==> src/rtl/strap_cfg_pkg.sv <==
// Shared types for the strap configuration controller.
// Assumes pins arrive as 2-bit decoded levels; code 2'b11 is unused.
package strap_cfg_pkg;
    localparam int LVL_W = 2;

    typedef enum logic [LVL_W-1:0] {
        LVL_LOW   = 2'b00,
        LVL_FLOAT = 2'b01,
        LVL_HIGH  = 2'b10,
        LVL_RSVD  = 2'b11
    } pin_lvl_e;

    typedef struct packed {
        logic is_low;
        logic is_float;
        logic is_high;
    } lvl_flags_t;

    typedef struct packed {
        logic bw_high;
        logic path_rx;
        logic enable;
    } ja_cfg_t;

    localparam int CFG_W = $bits(ja_cfg_t);
endpackage

==> src/rtl/strap_level_decode.sv <==
// Converts one decoded pin level code into one-hot level flags.
// Assumes the unused code behaves as a low level.
module strap_level_decode
    import strap_cfg_pkg::*;
#(
    parameter int CODE_W = LVL_W
) (
    input  logic [CODE_W-1:0] lvl_code,
    output lvl_flags_t        flags
);
    // Map the raw code onto exactly one level flag.
    always_comb begin
        flags = '0;
        unique case (lvl_code)
            LVL_FLOAT: flags.is_float = 1'b1;
            LVL_HIGH:  flags.is_high  = 1'b1;
            default:   flags.is_low   = 1'b1;
        endcase
    end
endmodule

==> src/rtl/strap_cfg_latch.sv <==
// Holds the attenuator configuration. It snapshots the pin-derived
// values once per reset and then accepts register writes.
// Assumes a synchronous active-low reset and that pins are stable at release.
module strap_cfg_latch
    import strap_cfg_pkg::*;
(
    input  logic    clk,
    input  logic    rst_n,
    input  ja_cfg_t strap_cfg,
    input  logic    wr_en,
    input  ja_cfg_t wr_cfg,
    output ja_cfg_t cfg_q
);
    logic snap_pend;

    // Arm the snapshot during reset; disarm it after the first free edge.
    always_ff @(posedge clk) begin
        if (!rst_n) snap_pend <= 1'b1;
        else        snap_pend <= 1'b0;
    end

    // Clear in reset, take the snapshot once, then accept register writes.
    always_ff @(posedge clk) begin
        if (!rst_n)         cfg_q <= '0;
        else if (snap_pend) cfg_q <= strap_cfg;
        else if (wr_en)     cfg_q <= wr_cfg;
    end
endmodule

==> src/rtl/strap_cfg_ctrl.sv <==
// Top level: decodes the three pins, forms the snapshot configuration,
// drives the live driver and monitor enables and the latched bits.
// Assumes the pin codes are already synchronised to clk.
module strap_cfg_ctrl
    import strap_cfg_pkg::*;
#(
    parameter int NUM_PINS = 3
) (
    input  logic             clk,
    input  logic             rst_n,
    input  logic [LVL_W-1:0] tx_pin_lvl,
    input  logic [LVL_W-1:0] mon_pin_lvl,
    input  logic [LVL_W-1:0] rate_pin_lvl,
    input  logic             cfg_wr,
    input  logic [CFG_W-1:0] cfg_wdata,
    output logic             ja_enable,
    output logic             ja_path_rx,
    output logic             bw_high,
    output logic             tx_drv_en,
    output logic             mon_en
);
    localparam int PIN_TX   = 0;
    localparam int PIN_MON  = 1;
    localparam int PIN_RATE = 2;

    logic [LVL_W-1:0] pin_code [NUM_PINS];
    lvl_flags_t       pin_flag [NUM_PINS];
    ja_cfg_t          strap_cfg;
    ja_cfg_t          cfg_q;

    // Gather the pin codes into one indexed array.
    always_comb begin
        pin_code[PIN_TX]   = tx_pin_lvl;
        pin_code[PIN_MON]  = mon_pin_lvl;
        pin_code[PIN_RATE] = rate_pin_lvl;
    end

    for (genvar g = 0; g < NUM_PINS; g++) begin : g_dec
        strap_level_decode #(.CODE_W(LVL_W)) u_dec (
            .lvl_code (pin_code[g]),
            .flags    (pin_flag[g])
        );
    end

    // Form the pin-derived configuration; a floating transmit pin wins.
    always_comb begin
        strap_cfg.enable  = pin_flag[PIN_TX].is_float | pin_flag[PIN_MON].is_float;
        strap_cfg.path_rx = pin_flag[PIN_MON].is_float & ~pin_flag[PIN_TX].is_float;
        strap_cfg.bw_high = pin_flag[PIN_RATE].is_high;
    end

    strap_cfg_latch u_latch (
        .clk       (clk),
        .rst_n     (rst_n),
        .strap_cfg (strap_cfg),
        .wr_en     (cfg_wr),
        .wr_cfg    (ja_cfg_t'(cfg_wdata)),
        .cfg_q     (cfg_q)
    );

    // Drive the outputs: latched bits and live enables.
    always_comb begin
        ja_enable  = cfg_q.enable;
        ja_path_rx = cfg_q.path_rx;
        bw_high    = cfg_q.bw_high;
        tx_drv_en  = ~pin_flag[PIN_TX].is_low;
        mon_en     = pin_flag[PIN_MON].is_high;
    end
endmodule

==> config.mk <==
export PLATFORM = sky130hd
export DESIGN_NAME = strap_cfg_ctrl
export DESIGN_NICKNAME = d
export VERILOG_FILES = /design/src/rtl/strap_cfg_pkg.sv /design/src/rtl/strap_level_decode.sv /design/src/rtl/strap_cfg_latch.sv /design/src/rtl/strap_cfg_ctrl.sv
export SDC_FILE = /design/constraint.sdc
export NUM_CORES = 1
export LEC_CHECK = 0
export ABC_AREA = 1
export BUFFER_PORTS_ARGS = -buffer_cell sky130_fd_sc_hd__buf_4
export CAP_MARGIN = 30
export CORE_AREA = 2 2 39 41
export CTS_CLUSTER_SIZE = 25
export DETAILED_ROUTE_END_ITERATION = 6
export DIE_AREA = 0 0 41 43
export PLACE_DENSITY = 0.4
export SLEW_MARGIN = 20
export SYNTH_ARGS = -nofsm -noshare
export SYNTH_HDL_FRONTEND = slang
export SYNTH_SLANG_ARGS = --single-unit
export TNS_END_PERCENT = 50
==> constraint.sdc <==
create_clock -name clk -period 1.8 [get_ports clk]
set_input_delay 0.18 -clock clk [delete_from_list [all_inputs] [get_ports clk]]
set_output_delay 0.18 -clock clk [all_outputs]
set_load 0.01 [all_outputs]
# Word level (Yosys, flattened, before mapping)
# Cells that the tools add are included.
# word_totals
input_bits,12
register_bits,4
output_inout_bits,5
wordCells,21
# classes
mux,7
bitwise_logic,3
eq_ne,5
reduce_logical,2
# ops
operator,count
"equality test 2 bit, second input constant",3
2-to-1 mux 3 bit,2
2-to-1 mux 1 bit,5
"equality test 2 x 1 -> 1 bit, second input constant",2
nonzero test 2 bit,1
OR reduction 2 bit,1
AND 1 bit,1
inverter 1 bit,1
OR 1 bit,1

# Depth between registers and ports, before layout
# Gate-level depths: netlist of run 1.
# logic_depth
ltp_word,5
ltp_mapped,6
mapped_depth_nobuf,6

# Modules after synthesis
# Synthesis of run 1 repeated with hierarchy kept, for this count alone.
# unflattened
cells_unflattened,42
hier_area_um2,282.8
# modules_own_cells
module,instances,seq_area_each_um2,cells_each,area_per_inst_um2
strap_cfg_latch,1,80.1,25,166.4
strap_level_decode,3,0.0,4,32.5
strap_cfg_ctrl,1,0.0,5,18.8

# Worst setup path before layout of run 1
# No wires, ideal clock.
# synth_path
path_kind,in2reg
from,input tx_pin_lvl[1]
to,register u_latch.cfg_q[0] (netlist name)
path_slack_ns,1.037
path_stages,6
required_ns,1.683
n_path_buf,0
t_arrival_ns,0.646
cell_sequence,inv_1 -> ha_1 -> nor2_4 -> nand2_1 -> nand2_1 -> a21oi_1
# synth_via
elab_chain_len,4
# synth_lines
item,line,source
from (decl),strap_cfg_ctrl.sv:11,"input logic [LVL_W-1:0] tx_pin_lvl,"
equality test 2 x 1 -> 1 bit,strap_level_decode.sv:14,unique case (lvl_code)
2-to-1 mux 1 bit,strap_level_decode.sv:14,
OR 1 bit,strap_cfg_ctrl.sv:47,strap_cfg.enable = pin_flag[PIN_TX].is_float | pin_flag[PIN_MON].is_float;
2-to-1 mux 3 bit,strap_cfg_latch.sv:25,else if (snap_pend) cfg_q <= strap_cfg;
# No other way between the ends.
# A chain may end at the register's enable or synchronous reset.

# Final worst setup path of run 1
# layout_path
from,input tx_pin_lvl[0]
to,output tx_drv_en
# layout_via
elab_chain_len,2
# layout_lines
item,line,source
equality test 2 x 1 -> 1 bit or equality test 2 bit (tied branches),n/a,
OR reduction 2 bit (no source line) (*),n/a,
to (decl),strap_cfg_ctrl.sv:19,"output logic tx_drv_en,"
# Every way passes the cells marked *; elsewhere a longest branch is shown, timed or not.

==> results of run 1 <==
-- state kept, by name (all words and copies together) (netlist names) --
| register | cells |
|---|---|
| u_latch.cfg_q | 3 |
| u_latch.snap_pend | 1 |
-- stage by stage --
stage / cells / setup WS [ps] / area (um2)
2_1_floorplan: 28 / 1040 / 211
3_3_place_gp: 60 / 890 / 352
3_5_place_dp: 60 / 893 / 352
4_1_cts: 63 / 898 / 374
5_1_grt: 63 / 881 / 374
6_report: 63 / 903 / 374
-- cell families (layout without fill, tap and decap cells) --
group,Yosys count,after routing,share of synthesized area
AOI/OAI and AO/OA,8,8,0.189
adders and majority gates,1,1,0.0592
buffers and inverters,6,25,0.107
DFF,4,4,0.379
and+or+nand+nor,9,9,0.266
-- worst min-delay path by stage --
stage           from                 to  slack, ps  cells after the start
2_1_floorplan  rst_n  u_latch.snap_pend        240                      1
3_3_place_gp   rst_n  u_latch.snap_pend        360                      2
3_5_place_dp   rst_n  u_latch.snap_pend        360                      2
4_1_cts        rst_n  u_latch.snap_pend        110                      2
5_1_grt        rst_n  u_latch.snap_pend        110                      2
6_report       rst_n  u_latch.snap_pend        120                      2
-- worst register-to-register path: stages (launching register included) --
cell and delay [ps]:
dfxtp_1 320, inv_2 100, nand2_2 80, o21ai_1 130, a21oi_1 60
-- power breakdown --
group / switching, W / internal, W / total (W)
logic: 0.0000246 / 0.0000342 / 0.0000588
clock network: 0.0000348 / 0.0000745 / 0.000109
registers: 0.00000347 / 0.0000953 / 0.0000988
-- area by class of cell --
class,instances,area (um2)
inverter,6,22.5
fill,154,1010
tap,16,20.0
clock buffer,3,22.5
multi-input combinational,18,109
timing repair buffer,16,120
sequential,4,80.1
-- routing by layer --
layer | track usage | wire (um) | up-vias
met5 | 0 | 0 | -
met4 | 0.0800 | 0 | 0
met3 | 0.0157 | 32 | 0
met2 | 0.0844 | 266 | 6
met1 | 0.0677 | 206 | 87
li1 | - | - | 127
-- placed cells by master (no fill, tap or decap), drive strengths merged --
| cell | synthesis | final |
|---|---|---|
| nand3b | 1 | 1 |
| ha | 1 | 1 |
| clkbuf | 0 | 3 |
| nand2 | 4 | 4 |
| nand3 | 1 | 1 |
| inv | 6 | 6 |
| o21ai | 5 | 5 |
| buf | 0 | 16 |
| dfxtp | 4 | 4 |
| nor2 | 2 | 2 |
| a21oi | 3 | 3 |
| or2 | 1 | 1 |
==> impl_results.md, run 1 <==
- Status: finished, final reports clean
- Top FF cell, synth: dfxtp_1
- Residual DRC count: 0
- Synth unique cells: 14
- CTS buffer count: 3
- Detail Placement HPWL: 425 um
- Input/output buffers: 16
- Number of global-route vias before repair: 195
- Crit path max-delay family: buffers and inverters
- GRT overflow: 0
- Cell Area, Synth: 211 um2
- Syn_area_per_cell: 7.55 um2
- Synth Net Count: between 40 and 50
- Antenna-violating nets left: 0
- Levels on crit path: 4
- Layout Nets: 62
- Most common cell on crit path: buf_4
- Total track usage: 0.0633
- CTS root buf: clkbuf_4
- Routability Congestion: ~0.66
- Row cnt: 14
- Via count: 220
- CP Max Fanout: 1
- Crit path kind: in2out
- Clock Latency Late Sink: 230 ps
- Data arrival, critical path: between 700 and 800 ps
- Clock Skew: 3.20 ps
- CP Capture Type: output pin
- Number of I/O pins: 17
- Setup TNS Final: 0 ps
- Clk slew on worst S/H paths: 40 ps
- Post-layout util: 0.270
- Drt total wl: between 500 and 600 um
- Maximum vdd ir drop: ~0.23 mV
- Worst r2r dst: u_latch.cfg_q[1]
- Cell Chain, Critical Path: buf_4, ha_1, inv_1, buf_4
- Synth Instances: 28
- Pin count of the biggest net entering global routing: 5
- Most frequent cells after synthesis: inv_1 (5), dfxtp_1 (4), a21oi_1 (3), nand2_1 (3), o21ai_1 (3)
- Hold Path Class: in2reg
- Post-synth top area share: 0.379
- Starting Density: 0.153
- Die W: ~40 um
- Critical path startpoint category: input pin
- Die H: 43 um
- Fin crit period: 897 ps
- Initial DRT Pass Iterations: 2
- Cell taking the most area after synthesis: dfxtp_1
- Final setup fails: 0
- Slowest cell on the critical path: ha_1
- Crit-path max cell delay: 270 ps
- Reg2Reg Launch Point: u_latch.snap_pend
- Asr flop ratio synth: 0
- Post-cts sizing count: 0
- Via/cell ratio: 3.49
- Crit path buffers/inverters: 3
- Clk sinks: 4
- Max_cap viols: 0
- Reg2Reg Setup Slack: 1000 ps
- Worst reg2reg path depth: 4
- Lkg Pwr: ~0.2 nW
- EDFF count, synth: 0
- F_max: 1.11 GHz
- Slew HR: 0.894
- Core Box Area: between 0.001 and 0.0015 mm2
- Area Growth Syn to Fin: 76.9%
- Power Total: 0.000267 W
- First-pass GRT wire length: between 600 and 700 um
- Worst Setup EP: tx_drv_en
- RSZ-0062 raised after global routing: false
- DR WL/cell: 8.02 um
- Worst hold slack: 124 ps
- Initial antenna violation count: 0
- Pwr per Cell Area: about 710 mW/mm2
- Critical Path Source: tx_pin_lvl[0]
- Hold-fix buffers, CTS: 0
- H-tree depth: 1
- CTS tree: done
- Worst endpoint required time: 1620 ps
- Synth area leaders: dfxtp_1 (38%), inv_1 (8.9%), a21oi_1 (7.1%), o21ai_1 (7.1%), ha_1 (5.9%)
- Most common cell in the netlist: inv_1
- Detailed Route Iter0 Violations: 3
- Clock Tree Buf Depth: 2
- Tcrit/Tclk final: 0.498
- Final Max Tran Viols: 0
- Final hold vios: 0
- Flops & latches, synth: 4
- Full die area: 0.00176 mm2
- Ys Warns: 0
- Layout cell share with drive strength beyond 1: 0.489
- Least-Margin Pin Slew: 157 ps
- Setup Buffers After CTS: 0
- # diodes: 0
- Register area share after synthesis: 0.379
No activity file was read; power rests on OpenSTA's default activity.
==> inputs of run 2 (changes only) <==
ABC_AREA = 0   (was 1)
PLACE_DENSITY = 0.39   (was 0.4)
clock period = 0.89 ns   (was 1.8 ns; I/O delays follow)
==> impl_results.md, run 2 <==
- Power Total: 0.000539 W
- Max reg flops: 3
- Worst endpoint required time: 1000 ps
- Residual DRC count: 0
- CTS tree: done
- Max_cap viols: 0
- Clk sinks: 4
- CTS buffer count: 3
- Most common cell after layout, fill and taps aside: buf_4
- Cell Area, Synth: approximately 200 um2
- Register area share after synthesis: 0.405
- EDFF count, synth: 0
- Total track usage: 0.0774
- Full die area: 0.00176 mm2
- Crit path kind: reg2reg
- Tcrit/Tclk final: 0.927
- Number of I/O pins: 17
- Final setup fails: 0
- GRT overflow: 0
- Detail Placement HPWL: 449 um
- Antenna-violating nets left: 0
- DR WL/cell: 10.0 um
- Slowest cell on the critical path: dfxtp_1
- CP Capture Type: flop
- Slew HR: 0.860
- Reg2Reg Setup Slack: 60 ps
- Maximum vdd ir drop: 0.540 mV
- Fin crit period: about 830 ps
- Most frequent cells in the layout: buf_4 (16), inv_1 (4), a211oi_1 (4), dfxtp_1 (4), clkbuf_4 (3)
- Synth unique cells: 11
- H-tree depth: 1
- Critical Path Source: u_latch.cfg_q[0]
- Initial antenna violation count: 0
- Asr flop ratio synth: 0
- Top FF cell, synth: dfxtp_1
- Most common cell on crit path: a211oi_1
- Number of global-route vias before repair: 227
- Least-Margin Pin Slew: 210 ps
- Clock Latency Late Sink: 230 ps
- Critical path startpoint category: flop
- Synth Instances: 21
- Reg2Reg Launch Point: u_latch.cfg_q[0]
- Crit-path max cell delay: 300 ps
- Area Growth Syn to Fin: 82.3%
- Cell taking the most area after synthesis: dfxtp_1
- Largest regs: u_latch.cfg_q (3), u_latch.snap_pend (1)
- Layout cell share with drive strength beyond 1: 0.500
- Flops & latches, synth: 4
- Final Max Tran Viols: 0
- Status: finished, final reports clean
- RSZ-0062 raised after global routing: false
- Starting Density: 0.143
- Input/output buffers: 16
- Drt total wl: 560 um
- Synth Net Count: 34
- Final hold vios: 0
- Die W: 41 um
- Syn_area_per_cell: 9.41 um2
- Routability Congestion: roughly 0.6
- F_max: 1.21 GHz
- Detailed Route Iter0 Violations: 1
- Ys Warns: 0
- Synth area leaders: dfxtp_1 (41%), a211oi_1 (15%), o32ai_2 (8.2%), inv_1 (7.6%), ha_1 (6.3%)
- Core Box Area: approximately 0.0014 mm2
- Via/cell ratio: 4.05
- Hold-fix buffers, CTS: 0
- Post-synth top area share: 0.405
- Initial DRT Pass Iterations: 2
- Cell Chain, Critical Path: nor2b_1, a211oi_1, a211oi_1
- Most frequent cells after synthesis: a211oi_1 (4), dfxtp_1 (4), inv_1 (4), nor2b_1 (2)
- Top reg by flops: u_latch.cfg_q
- Row cnt: 14
- # diodes: 0
- Via count: 227
- Clock Tree Buf Depth: 2
- CP Max Fanout: 2
- Setup TNS Final: 0 ps
- Layout Nets: 55
- Pin count of the biggest net entering global routing: 7
- Clk slew on worst S/H paths: 40 ps
- Clock Skew: 2.78 ps
- Die H: 43 um
- Hold_sp: rst_n
- CTS root buf: clkbuf_4
- Lkg Pwr: 0.179 nW
- Pwr per Cell Area: 1500 mW/mm2
- Hold Path Class: in2reg
- Data arrival, critical path: 930 ps
- First-pass GRT wire length: about 830 um
==> run 2: what timing repair did <==
item / CTS / global route
gates resized for setup: 0 / 0
endpoints found under the setup margin: 0 / 1
setup buffers: 0 / 0
==> run 2: where the power goes <==
part | switching (W) | leakage, nW | internal, W
Sequential | 0.00000842 | 0.0333 | 0.000192
Clock | 0.0000764 | 0.0138 | 0.000151
Combinational | 0.0000431 | 0.132 | 0.0000687
Total | 0.000128 | 0.179 | 0.000412
==> run 2: logic make-up after synthesis <==
kind of cell,share of synthesized area
simple gates,0.146
fa+ha+maj,0.0633
mux,0.0506
compound gates,0.259
buf+inv,0.0759
flops,0.405
==> run 2: worst max-delay path: cells and delay by family, from the launching register on <==
kind               cells  cell delay [ps]
and+or+nand+nor        1              120
DFF                    1              300
AOI/OAI and AO/OA      2              280
==> run 2: per-layer routing <==
layer  track usage  share of wire
met5             0              0
met4        0.0800              0
met3        0.0681           0.16
met2        0.0938           0.41
met1        0.0710           0.43
==> run 2: final cells by class <==
| type | count | area, um2 |
|---|---|---|
| well taps | 16 | 20.0 |
| flip-flops and latches | 4 | 80.1 |
| multi-input cells | 13 | 103 |
| fillers | 153 | 1020 |
| inverters | 4 | 15.0 |
| clock buffers | 3 | 22.5 |
| repair buffers | 16 | 120 |
==> run 2: path summary, 6_finish.rpt <==
check                           cells after the start                end
worst max register to register                      3   u_latch.cfg_q[0]
worst min-delay path                                2  u_latch.snap_pend
worst max-delay path                                3   u_latch.cfg_q[0]
worst min register to register                      1   u_latch.cfg_q[0]
==> run 2: per-stage QoR <==
stage	cell area, um2	utilization	hold slack [ps]	cells	worst slack, ps
final	360	0.260	79.5	56	64.9
after global routing	360	0.260	79.9	56	15.9
after CTS	360	0.260	70.2	56	50.2
after detailed placement	338	0.244	325	53	61.2
after global placement	338	0.244	310	53	58.0
after floorplan	198	-	199	21	63.5
==> inputs of run 3 (changes only) <==
PLACE_DENSITY = 0.41   (was 0.39)
==> impl_results.md, run 3 (synthesis gave the netlist of run 2 again) <==
- Pwr per Cell Area: between 1000 and 1500 mW/mm2
- Crit path buffers/inverters: 0
- Initial DRT Pass Iterations: 1
- Gate power share: 0.209
- Area Growth Syn to Fin: 86.1%
- Row cnt: 14
- Routability Congestion: 0.673
- Clock Skew: 0.745 ps
- CP Capture Type: flop
- Most common cell on crit path: a211oi_1
- Clock power share: 0.424
- Worst reg2reg path depth: 3
- Full die area: 0.00176 mm2
- Core Box Area: 0.00138 mm2
- Clk slew on worst S/H paths: 40 ps
- Cell Chain, Critical Path: nor2b_1, a211oi_1, a211oi_1
- Setup Buffers After CTS: 0
- Starting Density: 0.143
- Detailed Route Iter0 Violations: 0
- Crit-path max cell delay: 300 ps
- Via count: 218
- F_max: around 1.2 GHz
- Top reg by flops: u_latch.cfg_q
- Number of I/O pins: 17
- Least-Margin Pin Slew: 223 ps
- Layout Nets: between 50 and 60
- Setup TNS Final: 0 ps
- Input/output buffers: 16
- Drt total wl: roughly 500 um
- H-tree depth: 1
- Switching Share: 0.242
- Largest regs: u_latch.cfg_q (3), u_latch.snap_pend (1)
- RSZ-0062 raised after global routing: false
- Layout cell share with drive strength beyond 1: 0.550
- Switching power: 0.000132 W
- First-pass GRT wire length: 779 um
- Most common cell after layout, fill and taps aside: buf_4
- Number of global-route vias before repair: 199
- CTS root buf: clkbuf_4
- Critical path startpoint category: flop
- Clk sinks: 4
- Reg2Reg Setup Slack: slightly below 70 ps
- Antenna-violating nets left: 0
- P_int: 0.000414 W
- Status: finished, final reports clean
- Final Max Tran Viols: 0
- Share of power burned in registers: 0.367
- Data arrival, critical path: 930 ps
- Hold_sp: rst_n
- Crit path max-delay family: flip-flops
- Via/cell ratio: 3.89
- Clock Tree Buf Depth: 2
- Final setup fails: 0
- Hold Path Class: in2reg
- Final hold vios: 0
- Most frequent cells in the layout: buf_4 (16), inv_1 (4), dfxtp_1 (4)
- CTS tree: done
- Worst endpoint required time: 1000 ps
- Residual DRC count: 0
- Reg2Reg Launch Point: u_latch.cfg_q[2]
- Slew HR: 0.851
- Post-layout util: 0.266
- Total track usage: 0.0722
- Die H: between 40 and 50 um
- Tcrit/Tclk final: 0.922
- CTS buffer count: 3
- Crit path kind: reg2reg
- Clock Latency Late Sink: 240 ps
- Initial antenna violation count: 0
- Die W: about 41 um
- # diodes: 0
- Worst hold slack: between 60 and 70 ps
- GRT overflow: 0
- Max_cap viols: 0
- Fin crit period: 820 ps
- Detail Placement HPWL: 403 um
- Pin count of the biggest net entering global routing: 7
- Worst r2r dst: u_latch.cfg_q[2]
- CP Max Fanout: 2
- WHS Endpoint: u_latch.snap_pend
- Lkg Pwr: about 0.18 nW
- Hold path depth: 2
- DR WL/cell: 8.89 um
- Slowest cell on the critical path: dfxtp_1
- Maximum vdd ir drop: between 0.6 and 0.7 mV
- Max reg flops: 3
==> run 3: power groups by stage <==
stage                     sequential, W  combinational (W)  clock (W)
after CTS                      0.000200           0.000113   0.000238
final                          0.000200           0.000114   0.000232
after global placement         0.000202           0.000111          0
after detailed placement       0.000203           0.000112          0
after global routing           0.000202           0.000126   0.000248
after floorplan                0.000206          0.0000375          0
==> run 3: how the worst max path moves through the flow <==
stage / from / cells past startpoint / end / slack [ps]
after detailed placement: u_latch.cfg_q[0] / 3 / u_latch.cfg_q[0] / 60
after global placement: u_latch.cfg_q[0] / 3 / u_latch.cfg_q[0] / 60
after global routing: u_latch.cfg_q[2] / 3 / u_latch.cfg_q[2] / 0.5
final: u_latch.cfg_q[2] / 3 / u_latch.cfg_q[2] / 70
after CTS: u_latch.cfg_q[0] / 3 / u_latch.cfg_q[0] / 50
after floorplan: u_latch.cfg_q[0] / 3 / u_latch.cfg_q[0] / 60
==> run 3: worst reg2reg max path, stage by stage (launching register included) <==
cell      delay, ps
dfxtp_1         300
nor2b_1         120
a211oi_1        200
a211oi_1         70
==> run 3: timing repair <==
item,in CTS,in global routing
hold buffers,0,0
endpoints found under the hold margin,0,0
endpoints found under the setup margin,0,1
resized for setup,0,2
==> run 3: per-layer routing <==
layer	global-route usage	vias up	routed length (um)
met2	0.0875	19	176
li1	-	114	-
met3	0.0785	0	100
met4	0.0200	0	0
met1	0.0833	85	221
met5	0	-	0
==> run 3: layout make-up <==
type                    count  area [um2]
flip-flops and latches      4        80.1
multi-input cells          13         110
fillers                   158        1020
clock buffers               3        22.5
inverters                   4        15.0
repair buffers             16         120
well taps                  16        20.0
==> run 3: through the flow <==
step / cells / cell area [um2] / power [W] / setup slack, ps
detailed placement: 53 / 338 / 0.000315 / 61.2
floorplan: 21 / 198 / 0.000244 / 63.5
CTS: 56 / 360 / 0.000551 / 47.6
finish: 56 / 368 / 0.000546 / 69.6
global placement: 53 / 338 / 0.000314 / 57.3
global route: 56 / 368 / 0.000576 / 0.526
